===== src/rtl/tbs_pkg.sv =====
package tbs_pkg;
  typedef enum logic [0:0] {
    TBS_IDLE = 1'b0,
    TBS_WAIT = 1'b1
  } tbs_state_e;
endpackage


===== src/rtl/tbs_lcg.sv =====
// Linear congruential generator: state steps by state*MUL + INC.
module tbs_lcg #(
  parameter int GEN_W    = 16,
  parameter int GEN_MUL  = 2053,
  parameter int GEN_INC  = 13849,
  parameter int GEN_SEED = 1
) (
  input  logic             clk,
  input  logic             rst_n,
  input  logic             step,
  output logic [GEN_W-1:0] next_val
);
  localparam logic [GEN_W-1:0] MulV  = GEN_W'(GEN_MUL);
  localparam logic [GEN_W-1:0] IncV  = GEN_W'(GEN_INC);
  localparam logic [GEN_W-1:0] SeedV = GEN_W'(GEN_SEED);

  logic [GEN_W-1:0] state_q;
  logic [GEN_W-1:0] state_d;

  always_comb begin
    next_val = state_q * MulV + IncV;
    state_d  = state_q;
    if (step) begin
      state_d = next_val;
    end
  end

  always_ff @(posedge clk or negedge rst_n) begin
    if (!rst_n) begin
      state_q <= SeedV;
    end else begin
      state_q <= state_d;
    end
  end
endmodule


===== src/rtl/tbs_delay_calc.sv =====
// Wait length in fine ticks: the masked backoff, or the gap shortfall.
module tbs_delay_calc #(
  parameter int LOAD_W = 16,
  parameter int RAND_W = 8,
  parameter int TIME_W = 16,
  parameter int CNT_W  = TIME_W + 1
) (
  input  logic [LOAD_W-1:0] load_old,
  input  logic [RAND_W-1:0] rnd,
  input  logic [TIME_W-1:0] min_gap,
  input  logic [TIME_W-1:0] rt_now,
  input  logic [TIME_W-1:0] end_time,
  output logic [CNT_W-1:0]  wait_ticks
);
  localparam int PadBk  = CNT_W - RAND_W - 1;
  localparam int PadGap = CNT_W - TIME_W - 1;

  logic [RAND_W-1:0] masked;
  logic [TIME_W-1:0] elapsed;
  logic [TIME_W-1:0] remain;
  logic              short_gap;

  always_comb begin
    masked    = load_old[RAND_W-1:0] & rnd;
    elapsed   = rt_now - end_time;
    short_gap = elapsed < min_gap;
    remain    = min_gap - elapsed;
    if (masked != '0) begin
      wait_ticks = {{PadBk{1'b0}}, masked, 1'b0};
    end else if (short_gap) begin
      wait_ticks = {{PadGap{1'b0}}, remain, 1'b0};
    end else begin
      wait_ticks = '0;
    end
  end
endmodule


===== src/rtl/tbs_tick_ctr.sv =====
// Down-counter advanced only on tick pulses; flags the final tick.
module tbs_tick_ctr #(
  parameter int CNT_W = 17
) (
  input  logic             clk,
  input  logic             rst_n,
  input  logic             load_en,
  input  logic [CNT_W-1:0] load_val,
  input  logic             tick,
  output logic             expire
);
  localparam logic [CNT_W-1:0] One = CNT_W'(1);

  logic [CNT_W-1:0] cnt_q;
  logic [CNT_W-1:0] cnt_d;
  logic             active;

  always_comb begin
    active = cnt_q != '0;
    expire = active && tick && (cnt_q == One);
    cnt_d  = cnt_q;
    if (load_en) begin
      cnt_d = load_val;
    end else if (active && tick) begin
      cnt_d = cnt_q - One;
    end
  end

  always_ff @(posedge clk or negedge rst_n) begin
    if (!rst_n) begin
      cnt_q <= '0;
    end else begin
      cnt_q <= cnt_d;
    end
  end
endmodule


===== src/rtl/tx_backoff_sched.sv =====
module tx_backoff_sched #(
  parameter int LOAD_W   = 16,
  parameter int TIME_W   = 16,
  parameter int GEN_W    = 16,
  parameter int RAND_W   = 8,
  parameter int GEN_MUL  = 2053,
  parameter int GEN_INC  = 13849,
  parameter int GEN_SEED = 1
) (
  input  logic              clk,
  input  logic              rst_n,
  input  logic              attempt_req,
  input  logic [LOAD_W-1:0] load_in,
  input  logic [TIME_W-1:0] min_gap,
  input  logic [TIME_W-1:0] rt_count,
  input  logic              tick16,
  input  logic              pkt_done,
  output logic [LOAD_W-1:0] load_out,
  output logic              load_wr,
  output logic              go,
  output logic              load_ovf
);
  import tbs_pkg::*;

  localparam int CNT_W = TIME_W + 1;

  tbs_state_e        state_q, state_d;
  logic [TIME_W-1:0] end_q, end_d;
  logic [LOAD_W-1:0] load_q, load_d;
  logic              wr_q, wr_d;
  logic              go_q, go_d;
  logic              ovf_q, ovf_d;

  logic              accept;
  logic              ctr_load;
  logic              expire;
  logic [GEN_W-1:0]  gen_next;
  logic [RAND_W-1:0] rnd;
  logic [CNT_W-1:0]  wait_ticks;

  assign accept = attempt_req && (state_q == TBS_IDLE);
  assign rnd    = gen_next[GEN_W-1 -: RAND_W];

  tbs_lcg #(
    .GEN_W    (GEN_W),
    .GEN_MUL  (GEN_MUL),
    .GEN_INC  (GEN_INC),
    .GEN_SEED (GEN_SEED)
  ) u_lcg (
    .clk      (clk),
    .rst_n    (rst_n),
    .step     (accept),
    .next_val (gen_next)
  );

  tbs_delay_calc #(
    .LOAD_W (LOAD_W),
    .RAND_W (RAND_W),
    .TIME_W (TIME_W),
    .CNT_W  (CNT_W)
  ) u_calc (
    .load_old   (load_in),
    .rnd        (rnd),
    .min_gap    (min_gap),
    .rt_now     (rt_count),
    .end_time   (end_q),
    .wait_ticks (wait_ticks)
  );

  tbs_tick_ctr #(
    .CNT_W (CNT_W)
  ) u_ctr (
    .clk      (clk),
    .rst_n    (rst_n),
    .load_en  (ctr_load),
    .load_val (wait_ticks),
    .tick     (tick16),
    .expire   (expire)
  );

  // Next-state logic
  always_comb begin
    state_d  = state_q;
    load_d   = load_q;
    wr_d     = 1'b0;
    go_d     = 1'b0;
    ovf_d    = 1'b0;
    ctr_load = 1'b0;
    end_d    = end_q;
    if (pkt_done) begin
      end_d = rt_count;
    end
    unique case (state_q)
      TBS_IDLE: begin
        if (accept) begin
          load_d = {load_in[LOAD_W-2:0], 1'b1};
          wr_d   = 1'b1;
          if (load_in[LOAD_W-1]) begin
            ovf_d = 1'b1;
          end else if (wait_ticks == '0) begin
            go_d = 1'b1;
          end else begin
            ctr_load = 1'b1;
            state_d  = TBS_WAIT;
          end
        end
      end
      TBS_WAIT: begin
        if (expire) begin
          go_d    = 1'b1;
          state_d = TBS_IDLE;
        end
      end
      default: state_d = TBS_IDLE;
    endcase
  end

  // Registers
  always_ff @(posedge clk or negedge rst_n) begin
    if (!rst_n) begin
      state_q <= TBS_IDLE;
      end_q   <= '0;
      load_q  <= '0;
      wr_q    <= 1'b0;
      go_q    <= 1'b0;
      ovf_q   <= 1'b0;
    end else begin
      state_q <= state_d;
      end_q   <= end_d;
      load_q  <= load_d;
      wr_q    <= wr_d;
      go_q    <= go_d;
      ovf_q   <= ovf_d;
    end
  end

  assign load_out = load_q;
  assign load_wr  = wr_q;
  assign go       = go_q;
  assign load_ovf = ovf_q;
endmodule


===== config.mk =====
export PLATFORM = sky130hd
export DESIGN_NAME = tx_backoff_sched
export DESIGN_NICKNAME = d
export VERILOG_FILES = /design/src/rtl/tbs_pkg.sv /design/src/rtl/tbs_lcg.sv /design/src/rtl/tbs_delay_calc.sv /design/src/rtl/tbs_tick_ctr.sv /design/src/rtl/tx_backoff_sched.sv
export SDC_FILE = /design/constraint.sdc
export NUM_CORES = 1
export LEC_CHECK = 0
export ABC_AREA = 1
export BUFFER_PORTS_ARGS = -buffer_cell sky130_fd_sc_hd__buf_2
export CORE_AREA = 8 8 167 122
export DETAILED_ROUTE_END_ITERATION = 7
export DIE_AREA = 0 0 175 130
export GPL_ROUTABILITY_DRIVEN = 0
export MAX_ROUTING_LAYER = met4
export PLACE_DENSITY = 0.61
export SLEW_MARGIN = 10
export SYNTH_ARGS = -nofsm -noshare
export SYNTH_HDL_FRONTEND = slang
export SYNTH_HIERARCHICAL = 1
export SYNTH_SLANG_ARGS = --single-unit

===== constraint.sdc =====
create_clock -name clk -period 4.62 [get_ports clk]
set_input_delay 0.231 -clock clk [delete_from_list [all_inputs] [get_ports clk]]
set_output_delay 0.231 -clock clk [all_outputs]
set_load 0.02 [all_outputs]

==> impl_results.md, run 1 <==
* Status: finished with violations
* Failing checks: setup timing
* Endpoints failing hold at 0
* Share of layout cells above drive strength 1 at 27.0%
* Vias after detailed routing at 6537
* Post-DP HPWL at 14.4 mm
* # rows at between 40 and 50
* Fin area at roughly 9000 µm²
* Placed Area at between 8000 and 9000 µm²
* HP Class: input pin to async pin
* MaxCap Viol Count at 0
* Slew margin rel. at 37.3%
* # H-tree levels at 3
* DRC viols at 0
* DRT Wirelength at 18.5 mm
* Skew final at 0.0133 ns
* ANT nets after route at 0
* Number of I/O port buffers at 71
* Crit. End Element: flop
* Fin crit share at 102%
* Synth-to-Final Area Change at 28.8%
* Clk_lat worst skew at 0.34 ns
* RSZ-0062 raised after global routing: yes
* Fin worst setup slack at -0.0972 ns
* Syn avg cell area at 6.92 µm²
* TritonCTS Buffers at 9
* Multi-input logic area at 5030 µm²
* Required @ worst endpoint at 4.84 ns
* Clock Pin Slew Worst Setup and Hold Paths at 0.06 ns
* DIE AREA at 22800 µm²
* # IOs at 72
* Root buf cell: clkbuf_16
* Starting Density at about 39%
* First-pass GRT wire length at about 31 mm
* Pins Over Slew Limit at 0
* # diodes at 0
* CP most frequent cell: nand2_1
* Mean routed wirelength per cell at 13.3 µm
* Syn nets at 1149
* Setup CP Type: flop to flop
* Worst Tran Pin Value at between 0.9 and 1 ns
* Post-Syn Area at 6960 µm²
* Global Route Usage Sum at 16.9%
* Pre-antenna DRT Iters at 7
* CTS tree: done
* Overflow after GRT at 0
* Fillers at 1750
* Min Clock Period, post-route at about 4.7 ns
* Initial antenna violation count at 0
* Max FO, Critical Path at 8
* Reg area at 1730 µm²
* CP peak stage delay at 0.51 ns
* Synth Warn # at 6
* Clock sink count at 69
* # nets final at 1300
* Setup Viol. Count Final at 16
* Die Height at 130 µm
* Maximum clock rate at 212 MHz
* Chip width at 175 µm
* CP Data Arrival Time at 4.94 ns
* Largest net degree at the start of global routing at 70
* Vias per inst at 4.68
* Max clock buf depth at 2
* CP max-delay cell: fa_1
* Vias in the first global route at 6279
* Cell count after synthesis at 1005
* DRT iter0 DRCs at 406
* Post-place setup slack at -0.321 ns
* Crit path launch type: flop
* CORE AREA at 17700 µm²
[critical path, delay by kind of cell, from the launching register on]
kind,cells,cell delay [ns]
simple gates,21,2.03
fa+ha+maj,4,1.55
buf+inv,6,0.54
flops,1,0.43
compound gates,1,0.04
[layout make-up]
type	instances	share of cell area (%)
Clock inverter	7	0.726
Multi-Input combinational cell	779	56.2
Tap cell	236	3.30
Sequential cell	69	19.3
Inverter	144	6.17
Timing Repair Buffer	153	11.8
Clock buffer	9	2.51
[path summary, 6_finish.rpt]
| kind | startpoint | end | slack [ns] | cells past startpoint |
|---|---|---|---|---|
| min | rst_n | load_out[9] | 0.02 | 1 |
| max reg2reg | u_lcg/state_q[12] | u_ctr/cnt_q[3] | -0.1 | 32 |
| min in group clk | load_in[12] | load_out[13] | 0.08 | 3 |
| max in group asynchronous | rst_n | u_lcg/state_q[3] | 3.91 | 1 |
| min reg2reg | load_out[0] | load_out[0] | 0.46 | 1 |
| max | u_lcg/state_q[12] | u_ctr/cnt_q[3] | -0.1 | 32 |
[through the flow]
stage | TNS, ns | std cells | hold WS [ns] | util, %
finish | -1.09 | 1397 | 0.0232 | 50.6
global placement | -3.03 | 1363 | 0.427 | 45.4
CTS | -1.61 | 1391 | 0.0706 | 48.8
detailed placement | -4.82 | 1363 | 0.437 | 45.4
global route | -5.96 | 1397 | 0.0814 | 50.6
floorplan | 0 | 1005 | -0.0646 | -
[flip-flops by register name (all words and copies together), names as in the netlist]
signal,count
go,1
load_ovf,1
load_wr,1
load_out,16
state_q,1
u_ctr/cnt_q,17
u_lcg/state_q,16
end_q,16
[metal layers]
layer / part of all wire (%) / vias up / GRT usage, %
li1: - / 3468 / -
met1: 52 / 2929 / 23.6
met2: 43 / 125 / 25.0
met3: 4.3 / 15 / 3.12
met4: 0.81 / 0 / 3.53
met5: 0 / - / -
[repair_timing]
item                                    in CTS  in global routing
cloned                                       1                  2
pin swaps                                   39                 22
endpoints found under the setup margin      17                 19
resized for setup                           47                 50
buffers inserted                            11                  4
hold buffers                                 0                  0
[cell usage in the layout, fill, tap and decap left out, types with 19 or more instances in the layout]
master and n:
nor2_2 19, nand2_1 343, nand2_2 27, nor2_1 56, dfrtp_1 67, buf_2 70, a21oi_1 24, buf_4 75
nand3_1 67, inv_1 135, ha_1 62
Power of run 1 is left out: the tool's default activity adds up to more than one toggle a clock period on the data nets, which glitch-free logic cannot reach.
==> run 2: changes to the inputs <==
--- a/config.mk
+++ b/config.mk
@@ -5,14 +5,13 @@
 export SDC_FILE = /design/constraint.sdc
 export NUM_CORES = 1
 export LEC_CHECK = 0
-export ABC_AREA = 1
 export BUFFER_PORTS_ARGS = -buffer_cell sky130_fd_sc_hd__buf_2
-export CORE_AREA = 8 8 167 122
+export CORE_AREA = 8 8 158 115
 export DETAILED_ROUTE_END_ITERATION = 7
-export DIE_AREA = 0 0 175 130
+export DIE_AREA = 0 0 166 123
 export GPL_ROUTABILITY_DRIVEN = 0
 export MAX_ROUTING_LAYER = met4
-export PLACE_DENSITY = 0.61
+export PLACE_DENSITY = 0.62
 export SLEW_MARGIN = 10
 export SYNTH_ARGS = -nofsm -noshare
 export SYNTH_HDL_FRONTEND = slang
==> run 2 against run 1 <==
The flow still finishes with violations (setup timing). Flip-flop and latch count did not move. Utilization rose by 2.8 points. Routed wire length fell by 4.5%. Sequential share of layout area rose by 1.1 points. First-iteration DRC count fell by 24%. Global-route usage rose by 1.1 points. Synthesized cell count fell by 34%. Area after synthesis fell by 12%.
==> impl_results.md, run 2 <==
* Cell count after synthesis at approximately 660
* Max FO, Critical Path at 7
* TritonCTS Buffers at 9
* Crit. End Element: flop
* Number of I/O port buffers at 71
* # H-tree levels at 3
* Largest net degree at the start of global routing at 70
* Pins Over Slew Limit at 0
* Commonest non-fill, non-tap cell in the layout: buf_4
* Synth-to-Final Area Change at 37.8%
* CORE AREA at approximately 16000 µm²
* HP Class: input pin to async pin
* CP cell instances: ha_2, fa_2, ha_4, fa_2, ha_4, a21oi_2, o211ai_1, a31oi_2, nor2_1, xor2_1, nand2_1, nand4_1, nor2_1, a21boi_2, nand2_2, buf_6, buf_6, nor2_2, or4_4, nor4_4, a21oi_4, buf_4, buf_4, o31a_1
* Crit path launch type: flop
* Vias per inst at 5.37
* Initial antenna violation count at 0
* Multi-input logic area at about 4500 µm²
* Largest Register: u_ctr/cnt_q
* Reg2reg end: u_ctr/cnt_q[12]
* ANT nets after route at 0
* Pre-antenna DRT Iters at 5
* R2R depth at 24
* Endpoints failing hold at 0
* Skew final at 0.00709 ns
* MaxCap Viol Count at 0
* # nets final at between 1000 and 1500
* Starting Density at 38.8%
* Die Height at 123 µm
* Clock sink count at 69
* DRT Wirelength at 17.7 mm
* Vias after detailed routing at 5805
* # IOs at between 70 and 80
* Synth Warn # at 6
* Chip width at 166 µm
* # rows at 39
* First-pass GRT wire length at 28.9 mm
* Clock Pin Slew Worst Setup and Hold Paths at 0.06 ns
* CP max-delay cell: fa_2
* Required @ worst endpoint at 4.85 ns
* Largest register FFs at 17
* Setup Viol. Count Final at 19
* Failing checks: setup timing
* Commonest non-fill, non-tap cells in the layout: 136 x buf_4, 71 x buf_2, 70 x ha_1
* Util after Layout at 53.4%
* Status: finished with violations
* Share of layout cells above drive strength 1 at 38.8%
* Maximum clock rate at around 190 MHz
* DRT iter0 DRCs at 309
* Syn avg cell area at just over 9 µm²
* CP Data Arrival Time at ~5.5 ns
* Post-Syn Area at between 6000 and 7000 µm²
* Reg area at 1730 µm²
* Post-CTS Hold Buffers at 0
* CTS tree: done
* Post-DP HPWL at around 14 mm
* Fin crit share at 114%
* Setup CP Type: flop to flop
* RSZ-0062 raised after global routing: yes
* CP peak stage delay at between 0.5 and 0.6 ns
* Worst Tran Pin Value at 0.916 ns
* # diodes at 0
* Root buf cell: clkbuf_16
* Syn nets at 807
* Overflow after GRT at 0
* Vias in the first global route at 5843
* Slew margin rel. at 38.9%
* DRC viols at 0
* Fillers at 1382
* Register-to-register setup slack at -0.63 ns
* Min Clock Period, post-route at 5.25 ns
* Worst r2r src: u_lcg/state_q[8]
* Global Route Usage Sum at 17.9%
* Fin worst setup slack at -0.630 ns
* Max clock buf depth at 2
* Mean routed wirelength per cell at 16.4 µm
* Clk_lat worst skew at 0.34 ns
* DIE AREA at just over 20000 µm²
## run 2: changes by cell type in the layout (fill, tap and decap cells not counted), moves of 16 or more
cell / previous run / this run
nand3_1: 67 / 14
mux2_2: 6 / 41
a31oi_1: 0 / 16
buf_4: 75 / 136
nand2_1: 343 / 42
nand2_2: 27 / 3
nor2_1: 56 / 36
inv_1: 135 / 45
## run 2: worst max-delay path by stage
stage | from | end | slack [ns] | cells past startpoint
global placement | u_lcg/state_q[10] | u_ctr/cnt_q[6] | -0.76 | 24
detailed placement | u_lcg/state_q[10] | u_ctr/cnt_q[6] | -0.92 | 25
global route | u_lcg/state_q[12] | u_ctr/cnt_q[2] | -0.86 | 27
CTS | u_lcg/state_q[8] | u_ctr/cnt_q[6] | -0.65 | 22
finish | u_lcg/state_q[8] | u_ctr/cnt_q[12] | -0.63 | 24
floorplan | u_lcg/state_q[9] | u_ctr/cnt_q[6] | -0.53 | 24
## run 2: through the flow
| step | instances | worst slack, ns | setup TNS (ns) | hold WS [ns] | area, µm² |
|---|---|---|---|---|---|
| after floorplan | 663 | -0.526 | -7.63 | -0.0646 | 6200 |
| after global placement | 1052 | -0.762 | -12.14 | 0.450 | 7710 |
| after detailed placement | 1052 | -0.921 | -15.29 | 0.458 | 7710 |
| after CTS | 1073 | -0.648 | -10.54 | 0.102 | 8260 |
| after global routing | 1081 | -0.857 | -13.88 | 0.109 | 8470 |
| final | 1081 | -0.630 | -9.33 | 0.102 | 8470 |
## run 2: layout make-up
cell class                      instances  share of cell area, %
Clock buffer                           12                   3.03
Inverter                               48                   2.19
Multi-Input combinational cell        527                   53.3
Sequential cell                        69                   20.4
Tap cell                              205                   3.03
Clock inverter                          4                  0.561
Timing Repair Buffer                  216                   17.5
## run 2: critical path: cells and delay by family, from the launching register on
family | cells | cell delay, ns
adders and majority gates | 5 | 1.76
and+or+nand+nor | 8 | 1.21
AOI/OAI and AO/OA | 6 | 1.11
buffers and inverters | 4 | 0.52
DFF | 1 | 0.40
xor gates and xnor gates | 1 | 0.14
## run 2: repair_timing
item,4_1_cts,5_1_grt
pin swaps,31,16
endpoints found under the setup margin,19,19
setup buffers,5,9
gates resized for setup,39,34
## run 2: metal layers
layer / wire (µm) / vias to the layer above / global-route usage, %
met4: 229 / 0 / 5.15
met2: 7840 / 166 / 27.3
met5: 0 / - / -
met3: 911 / 16 / 3.67
li1: - / 2866 / -
met1: 8700 / 2757 / 23.9
Power of run 2 is left out for the same reason.
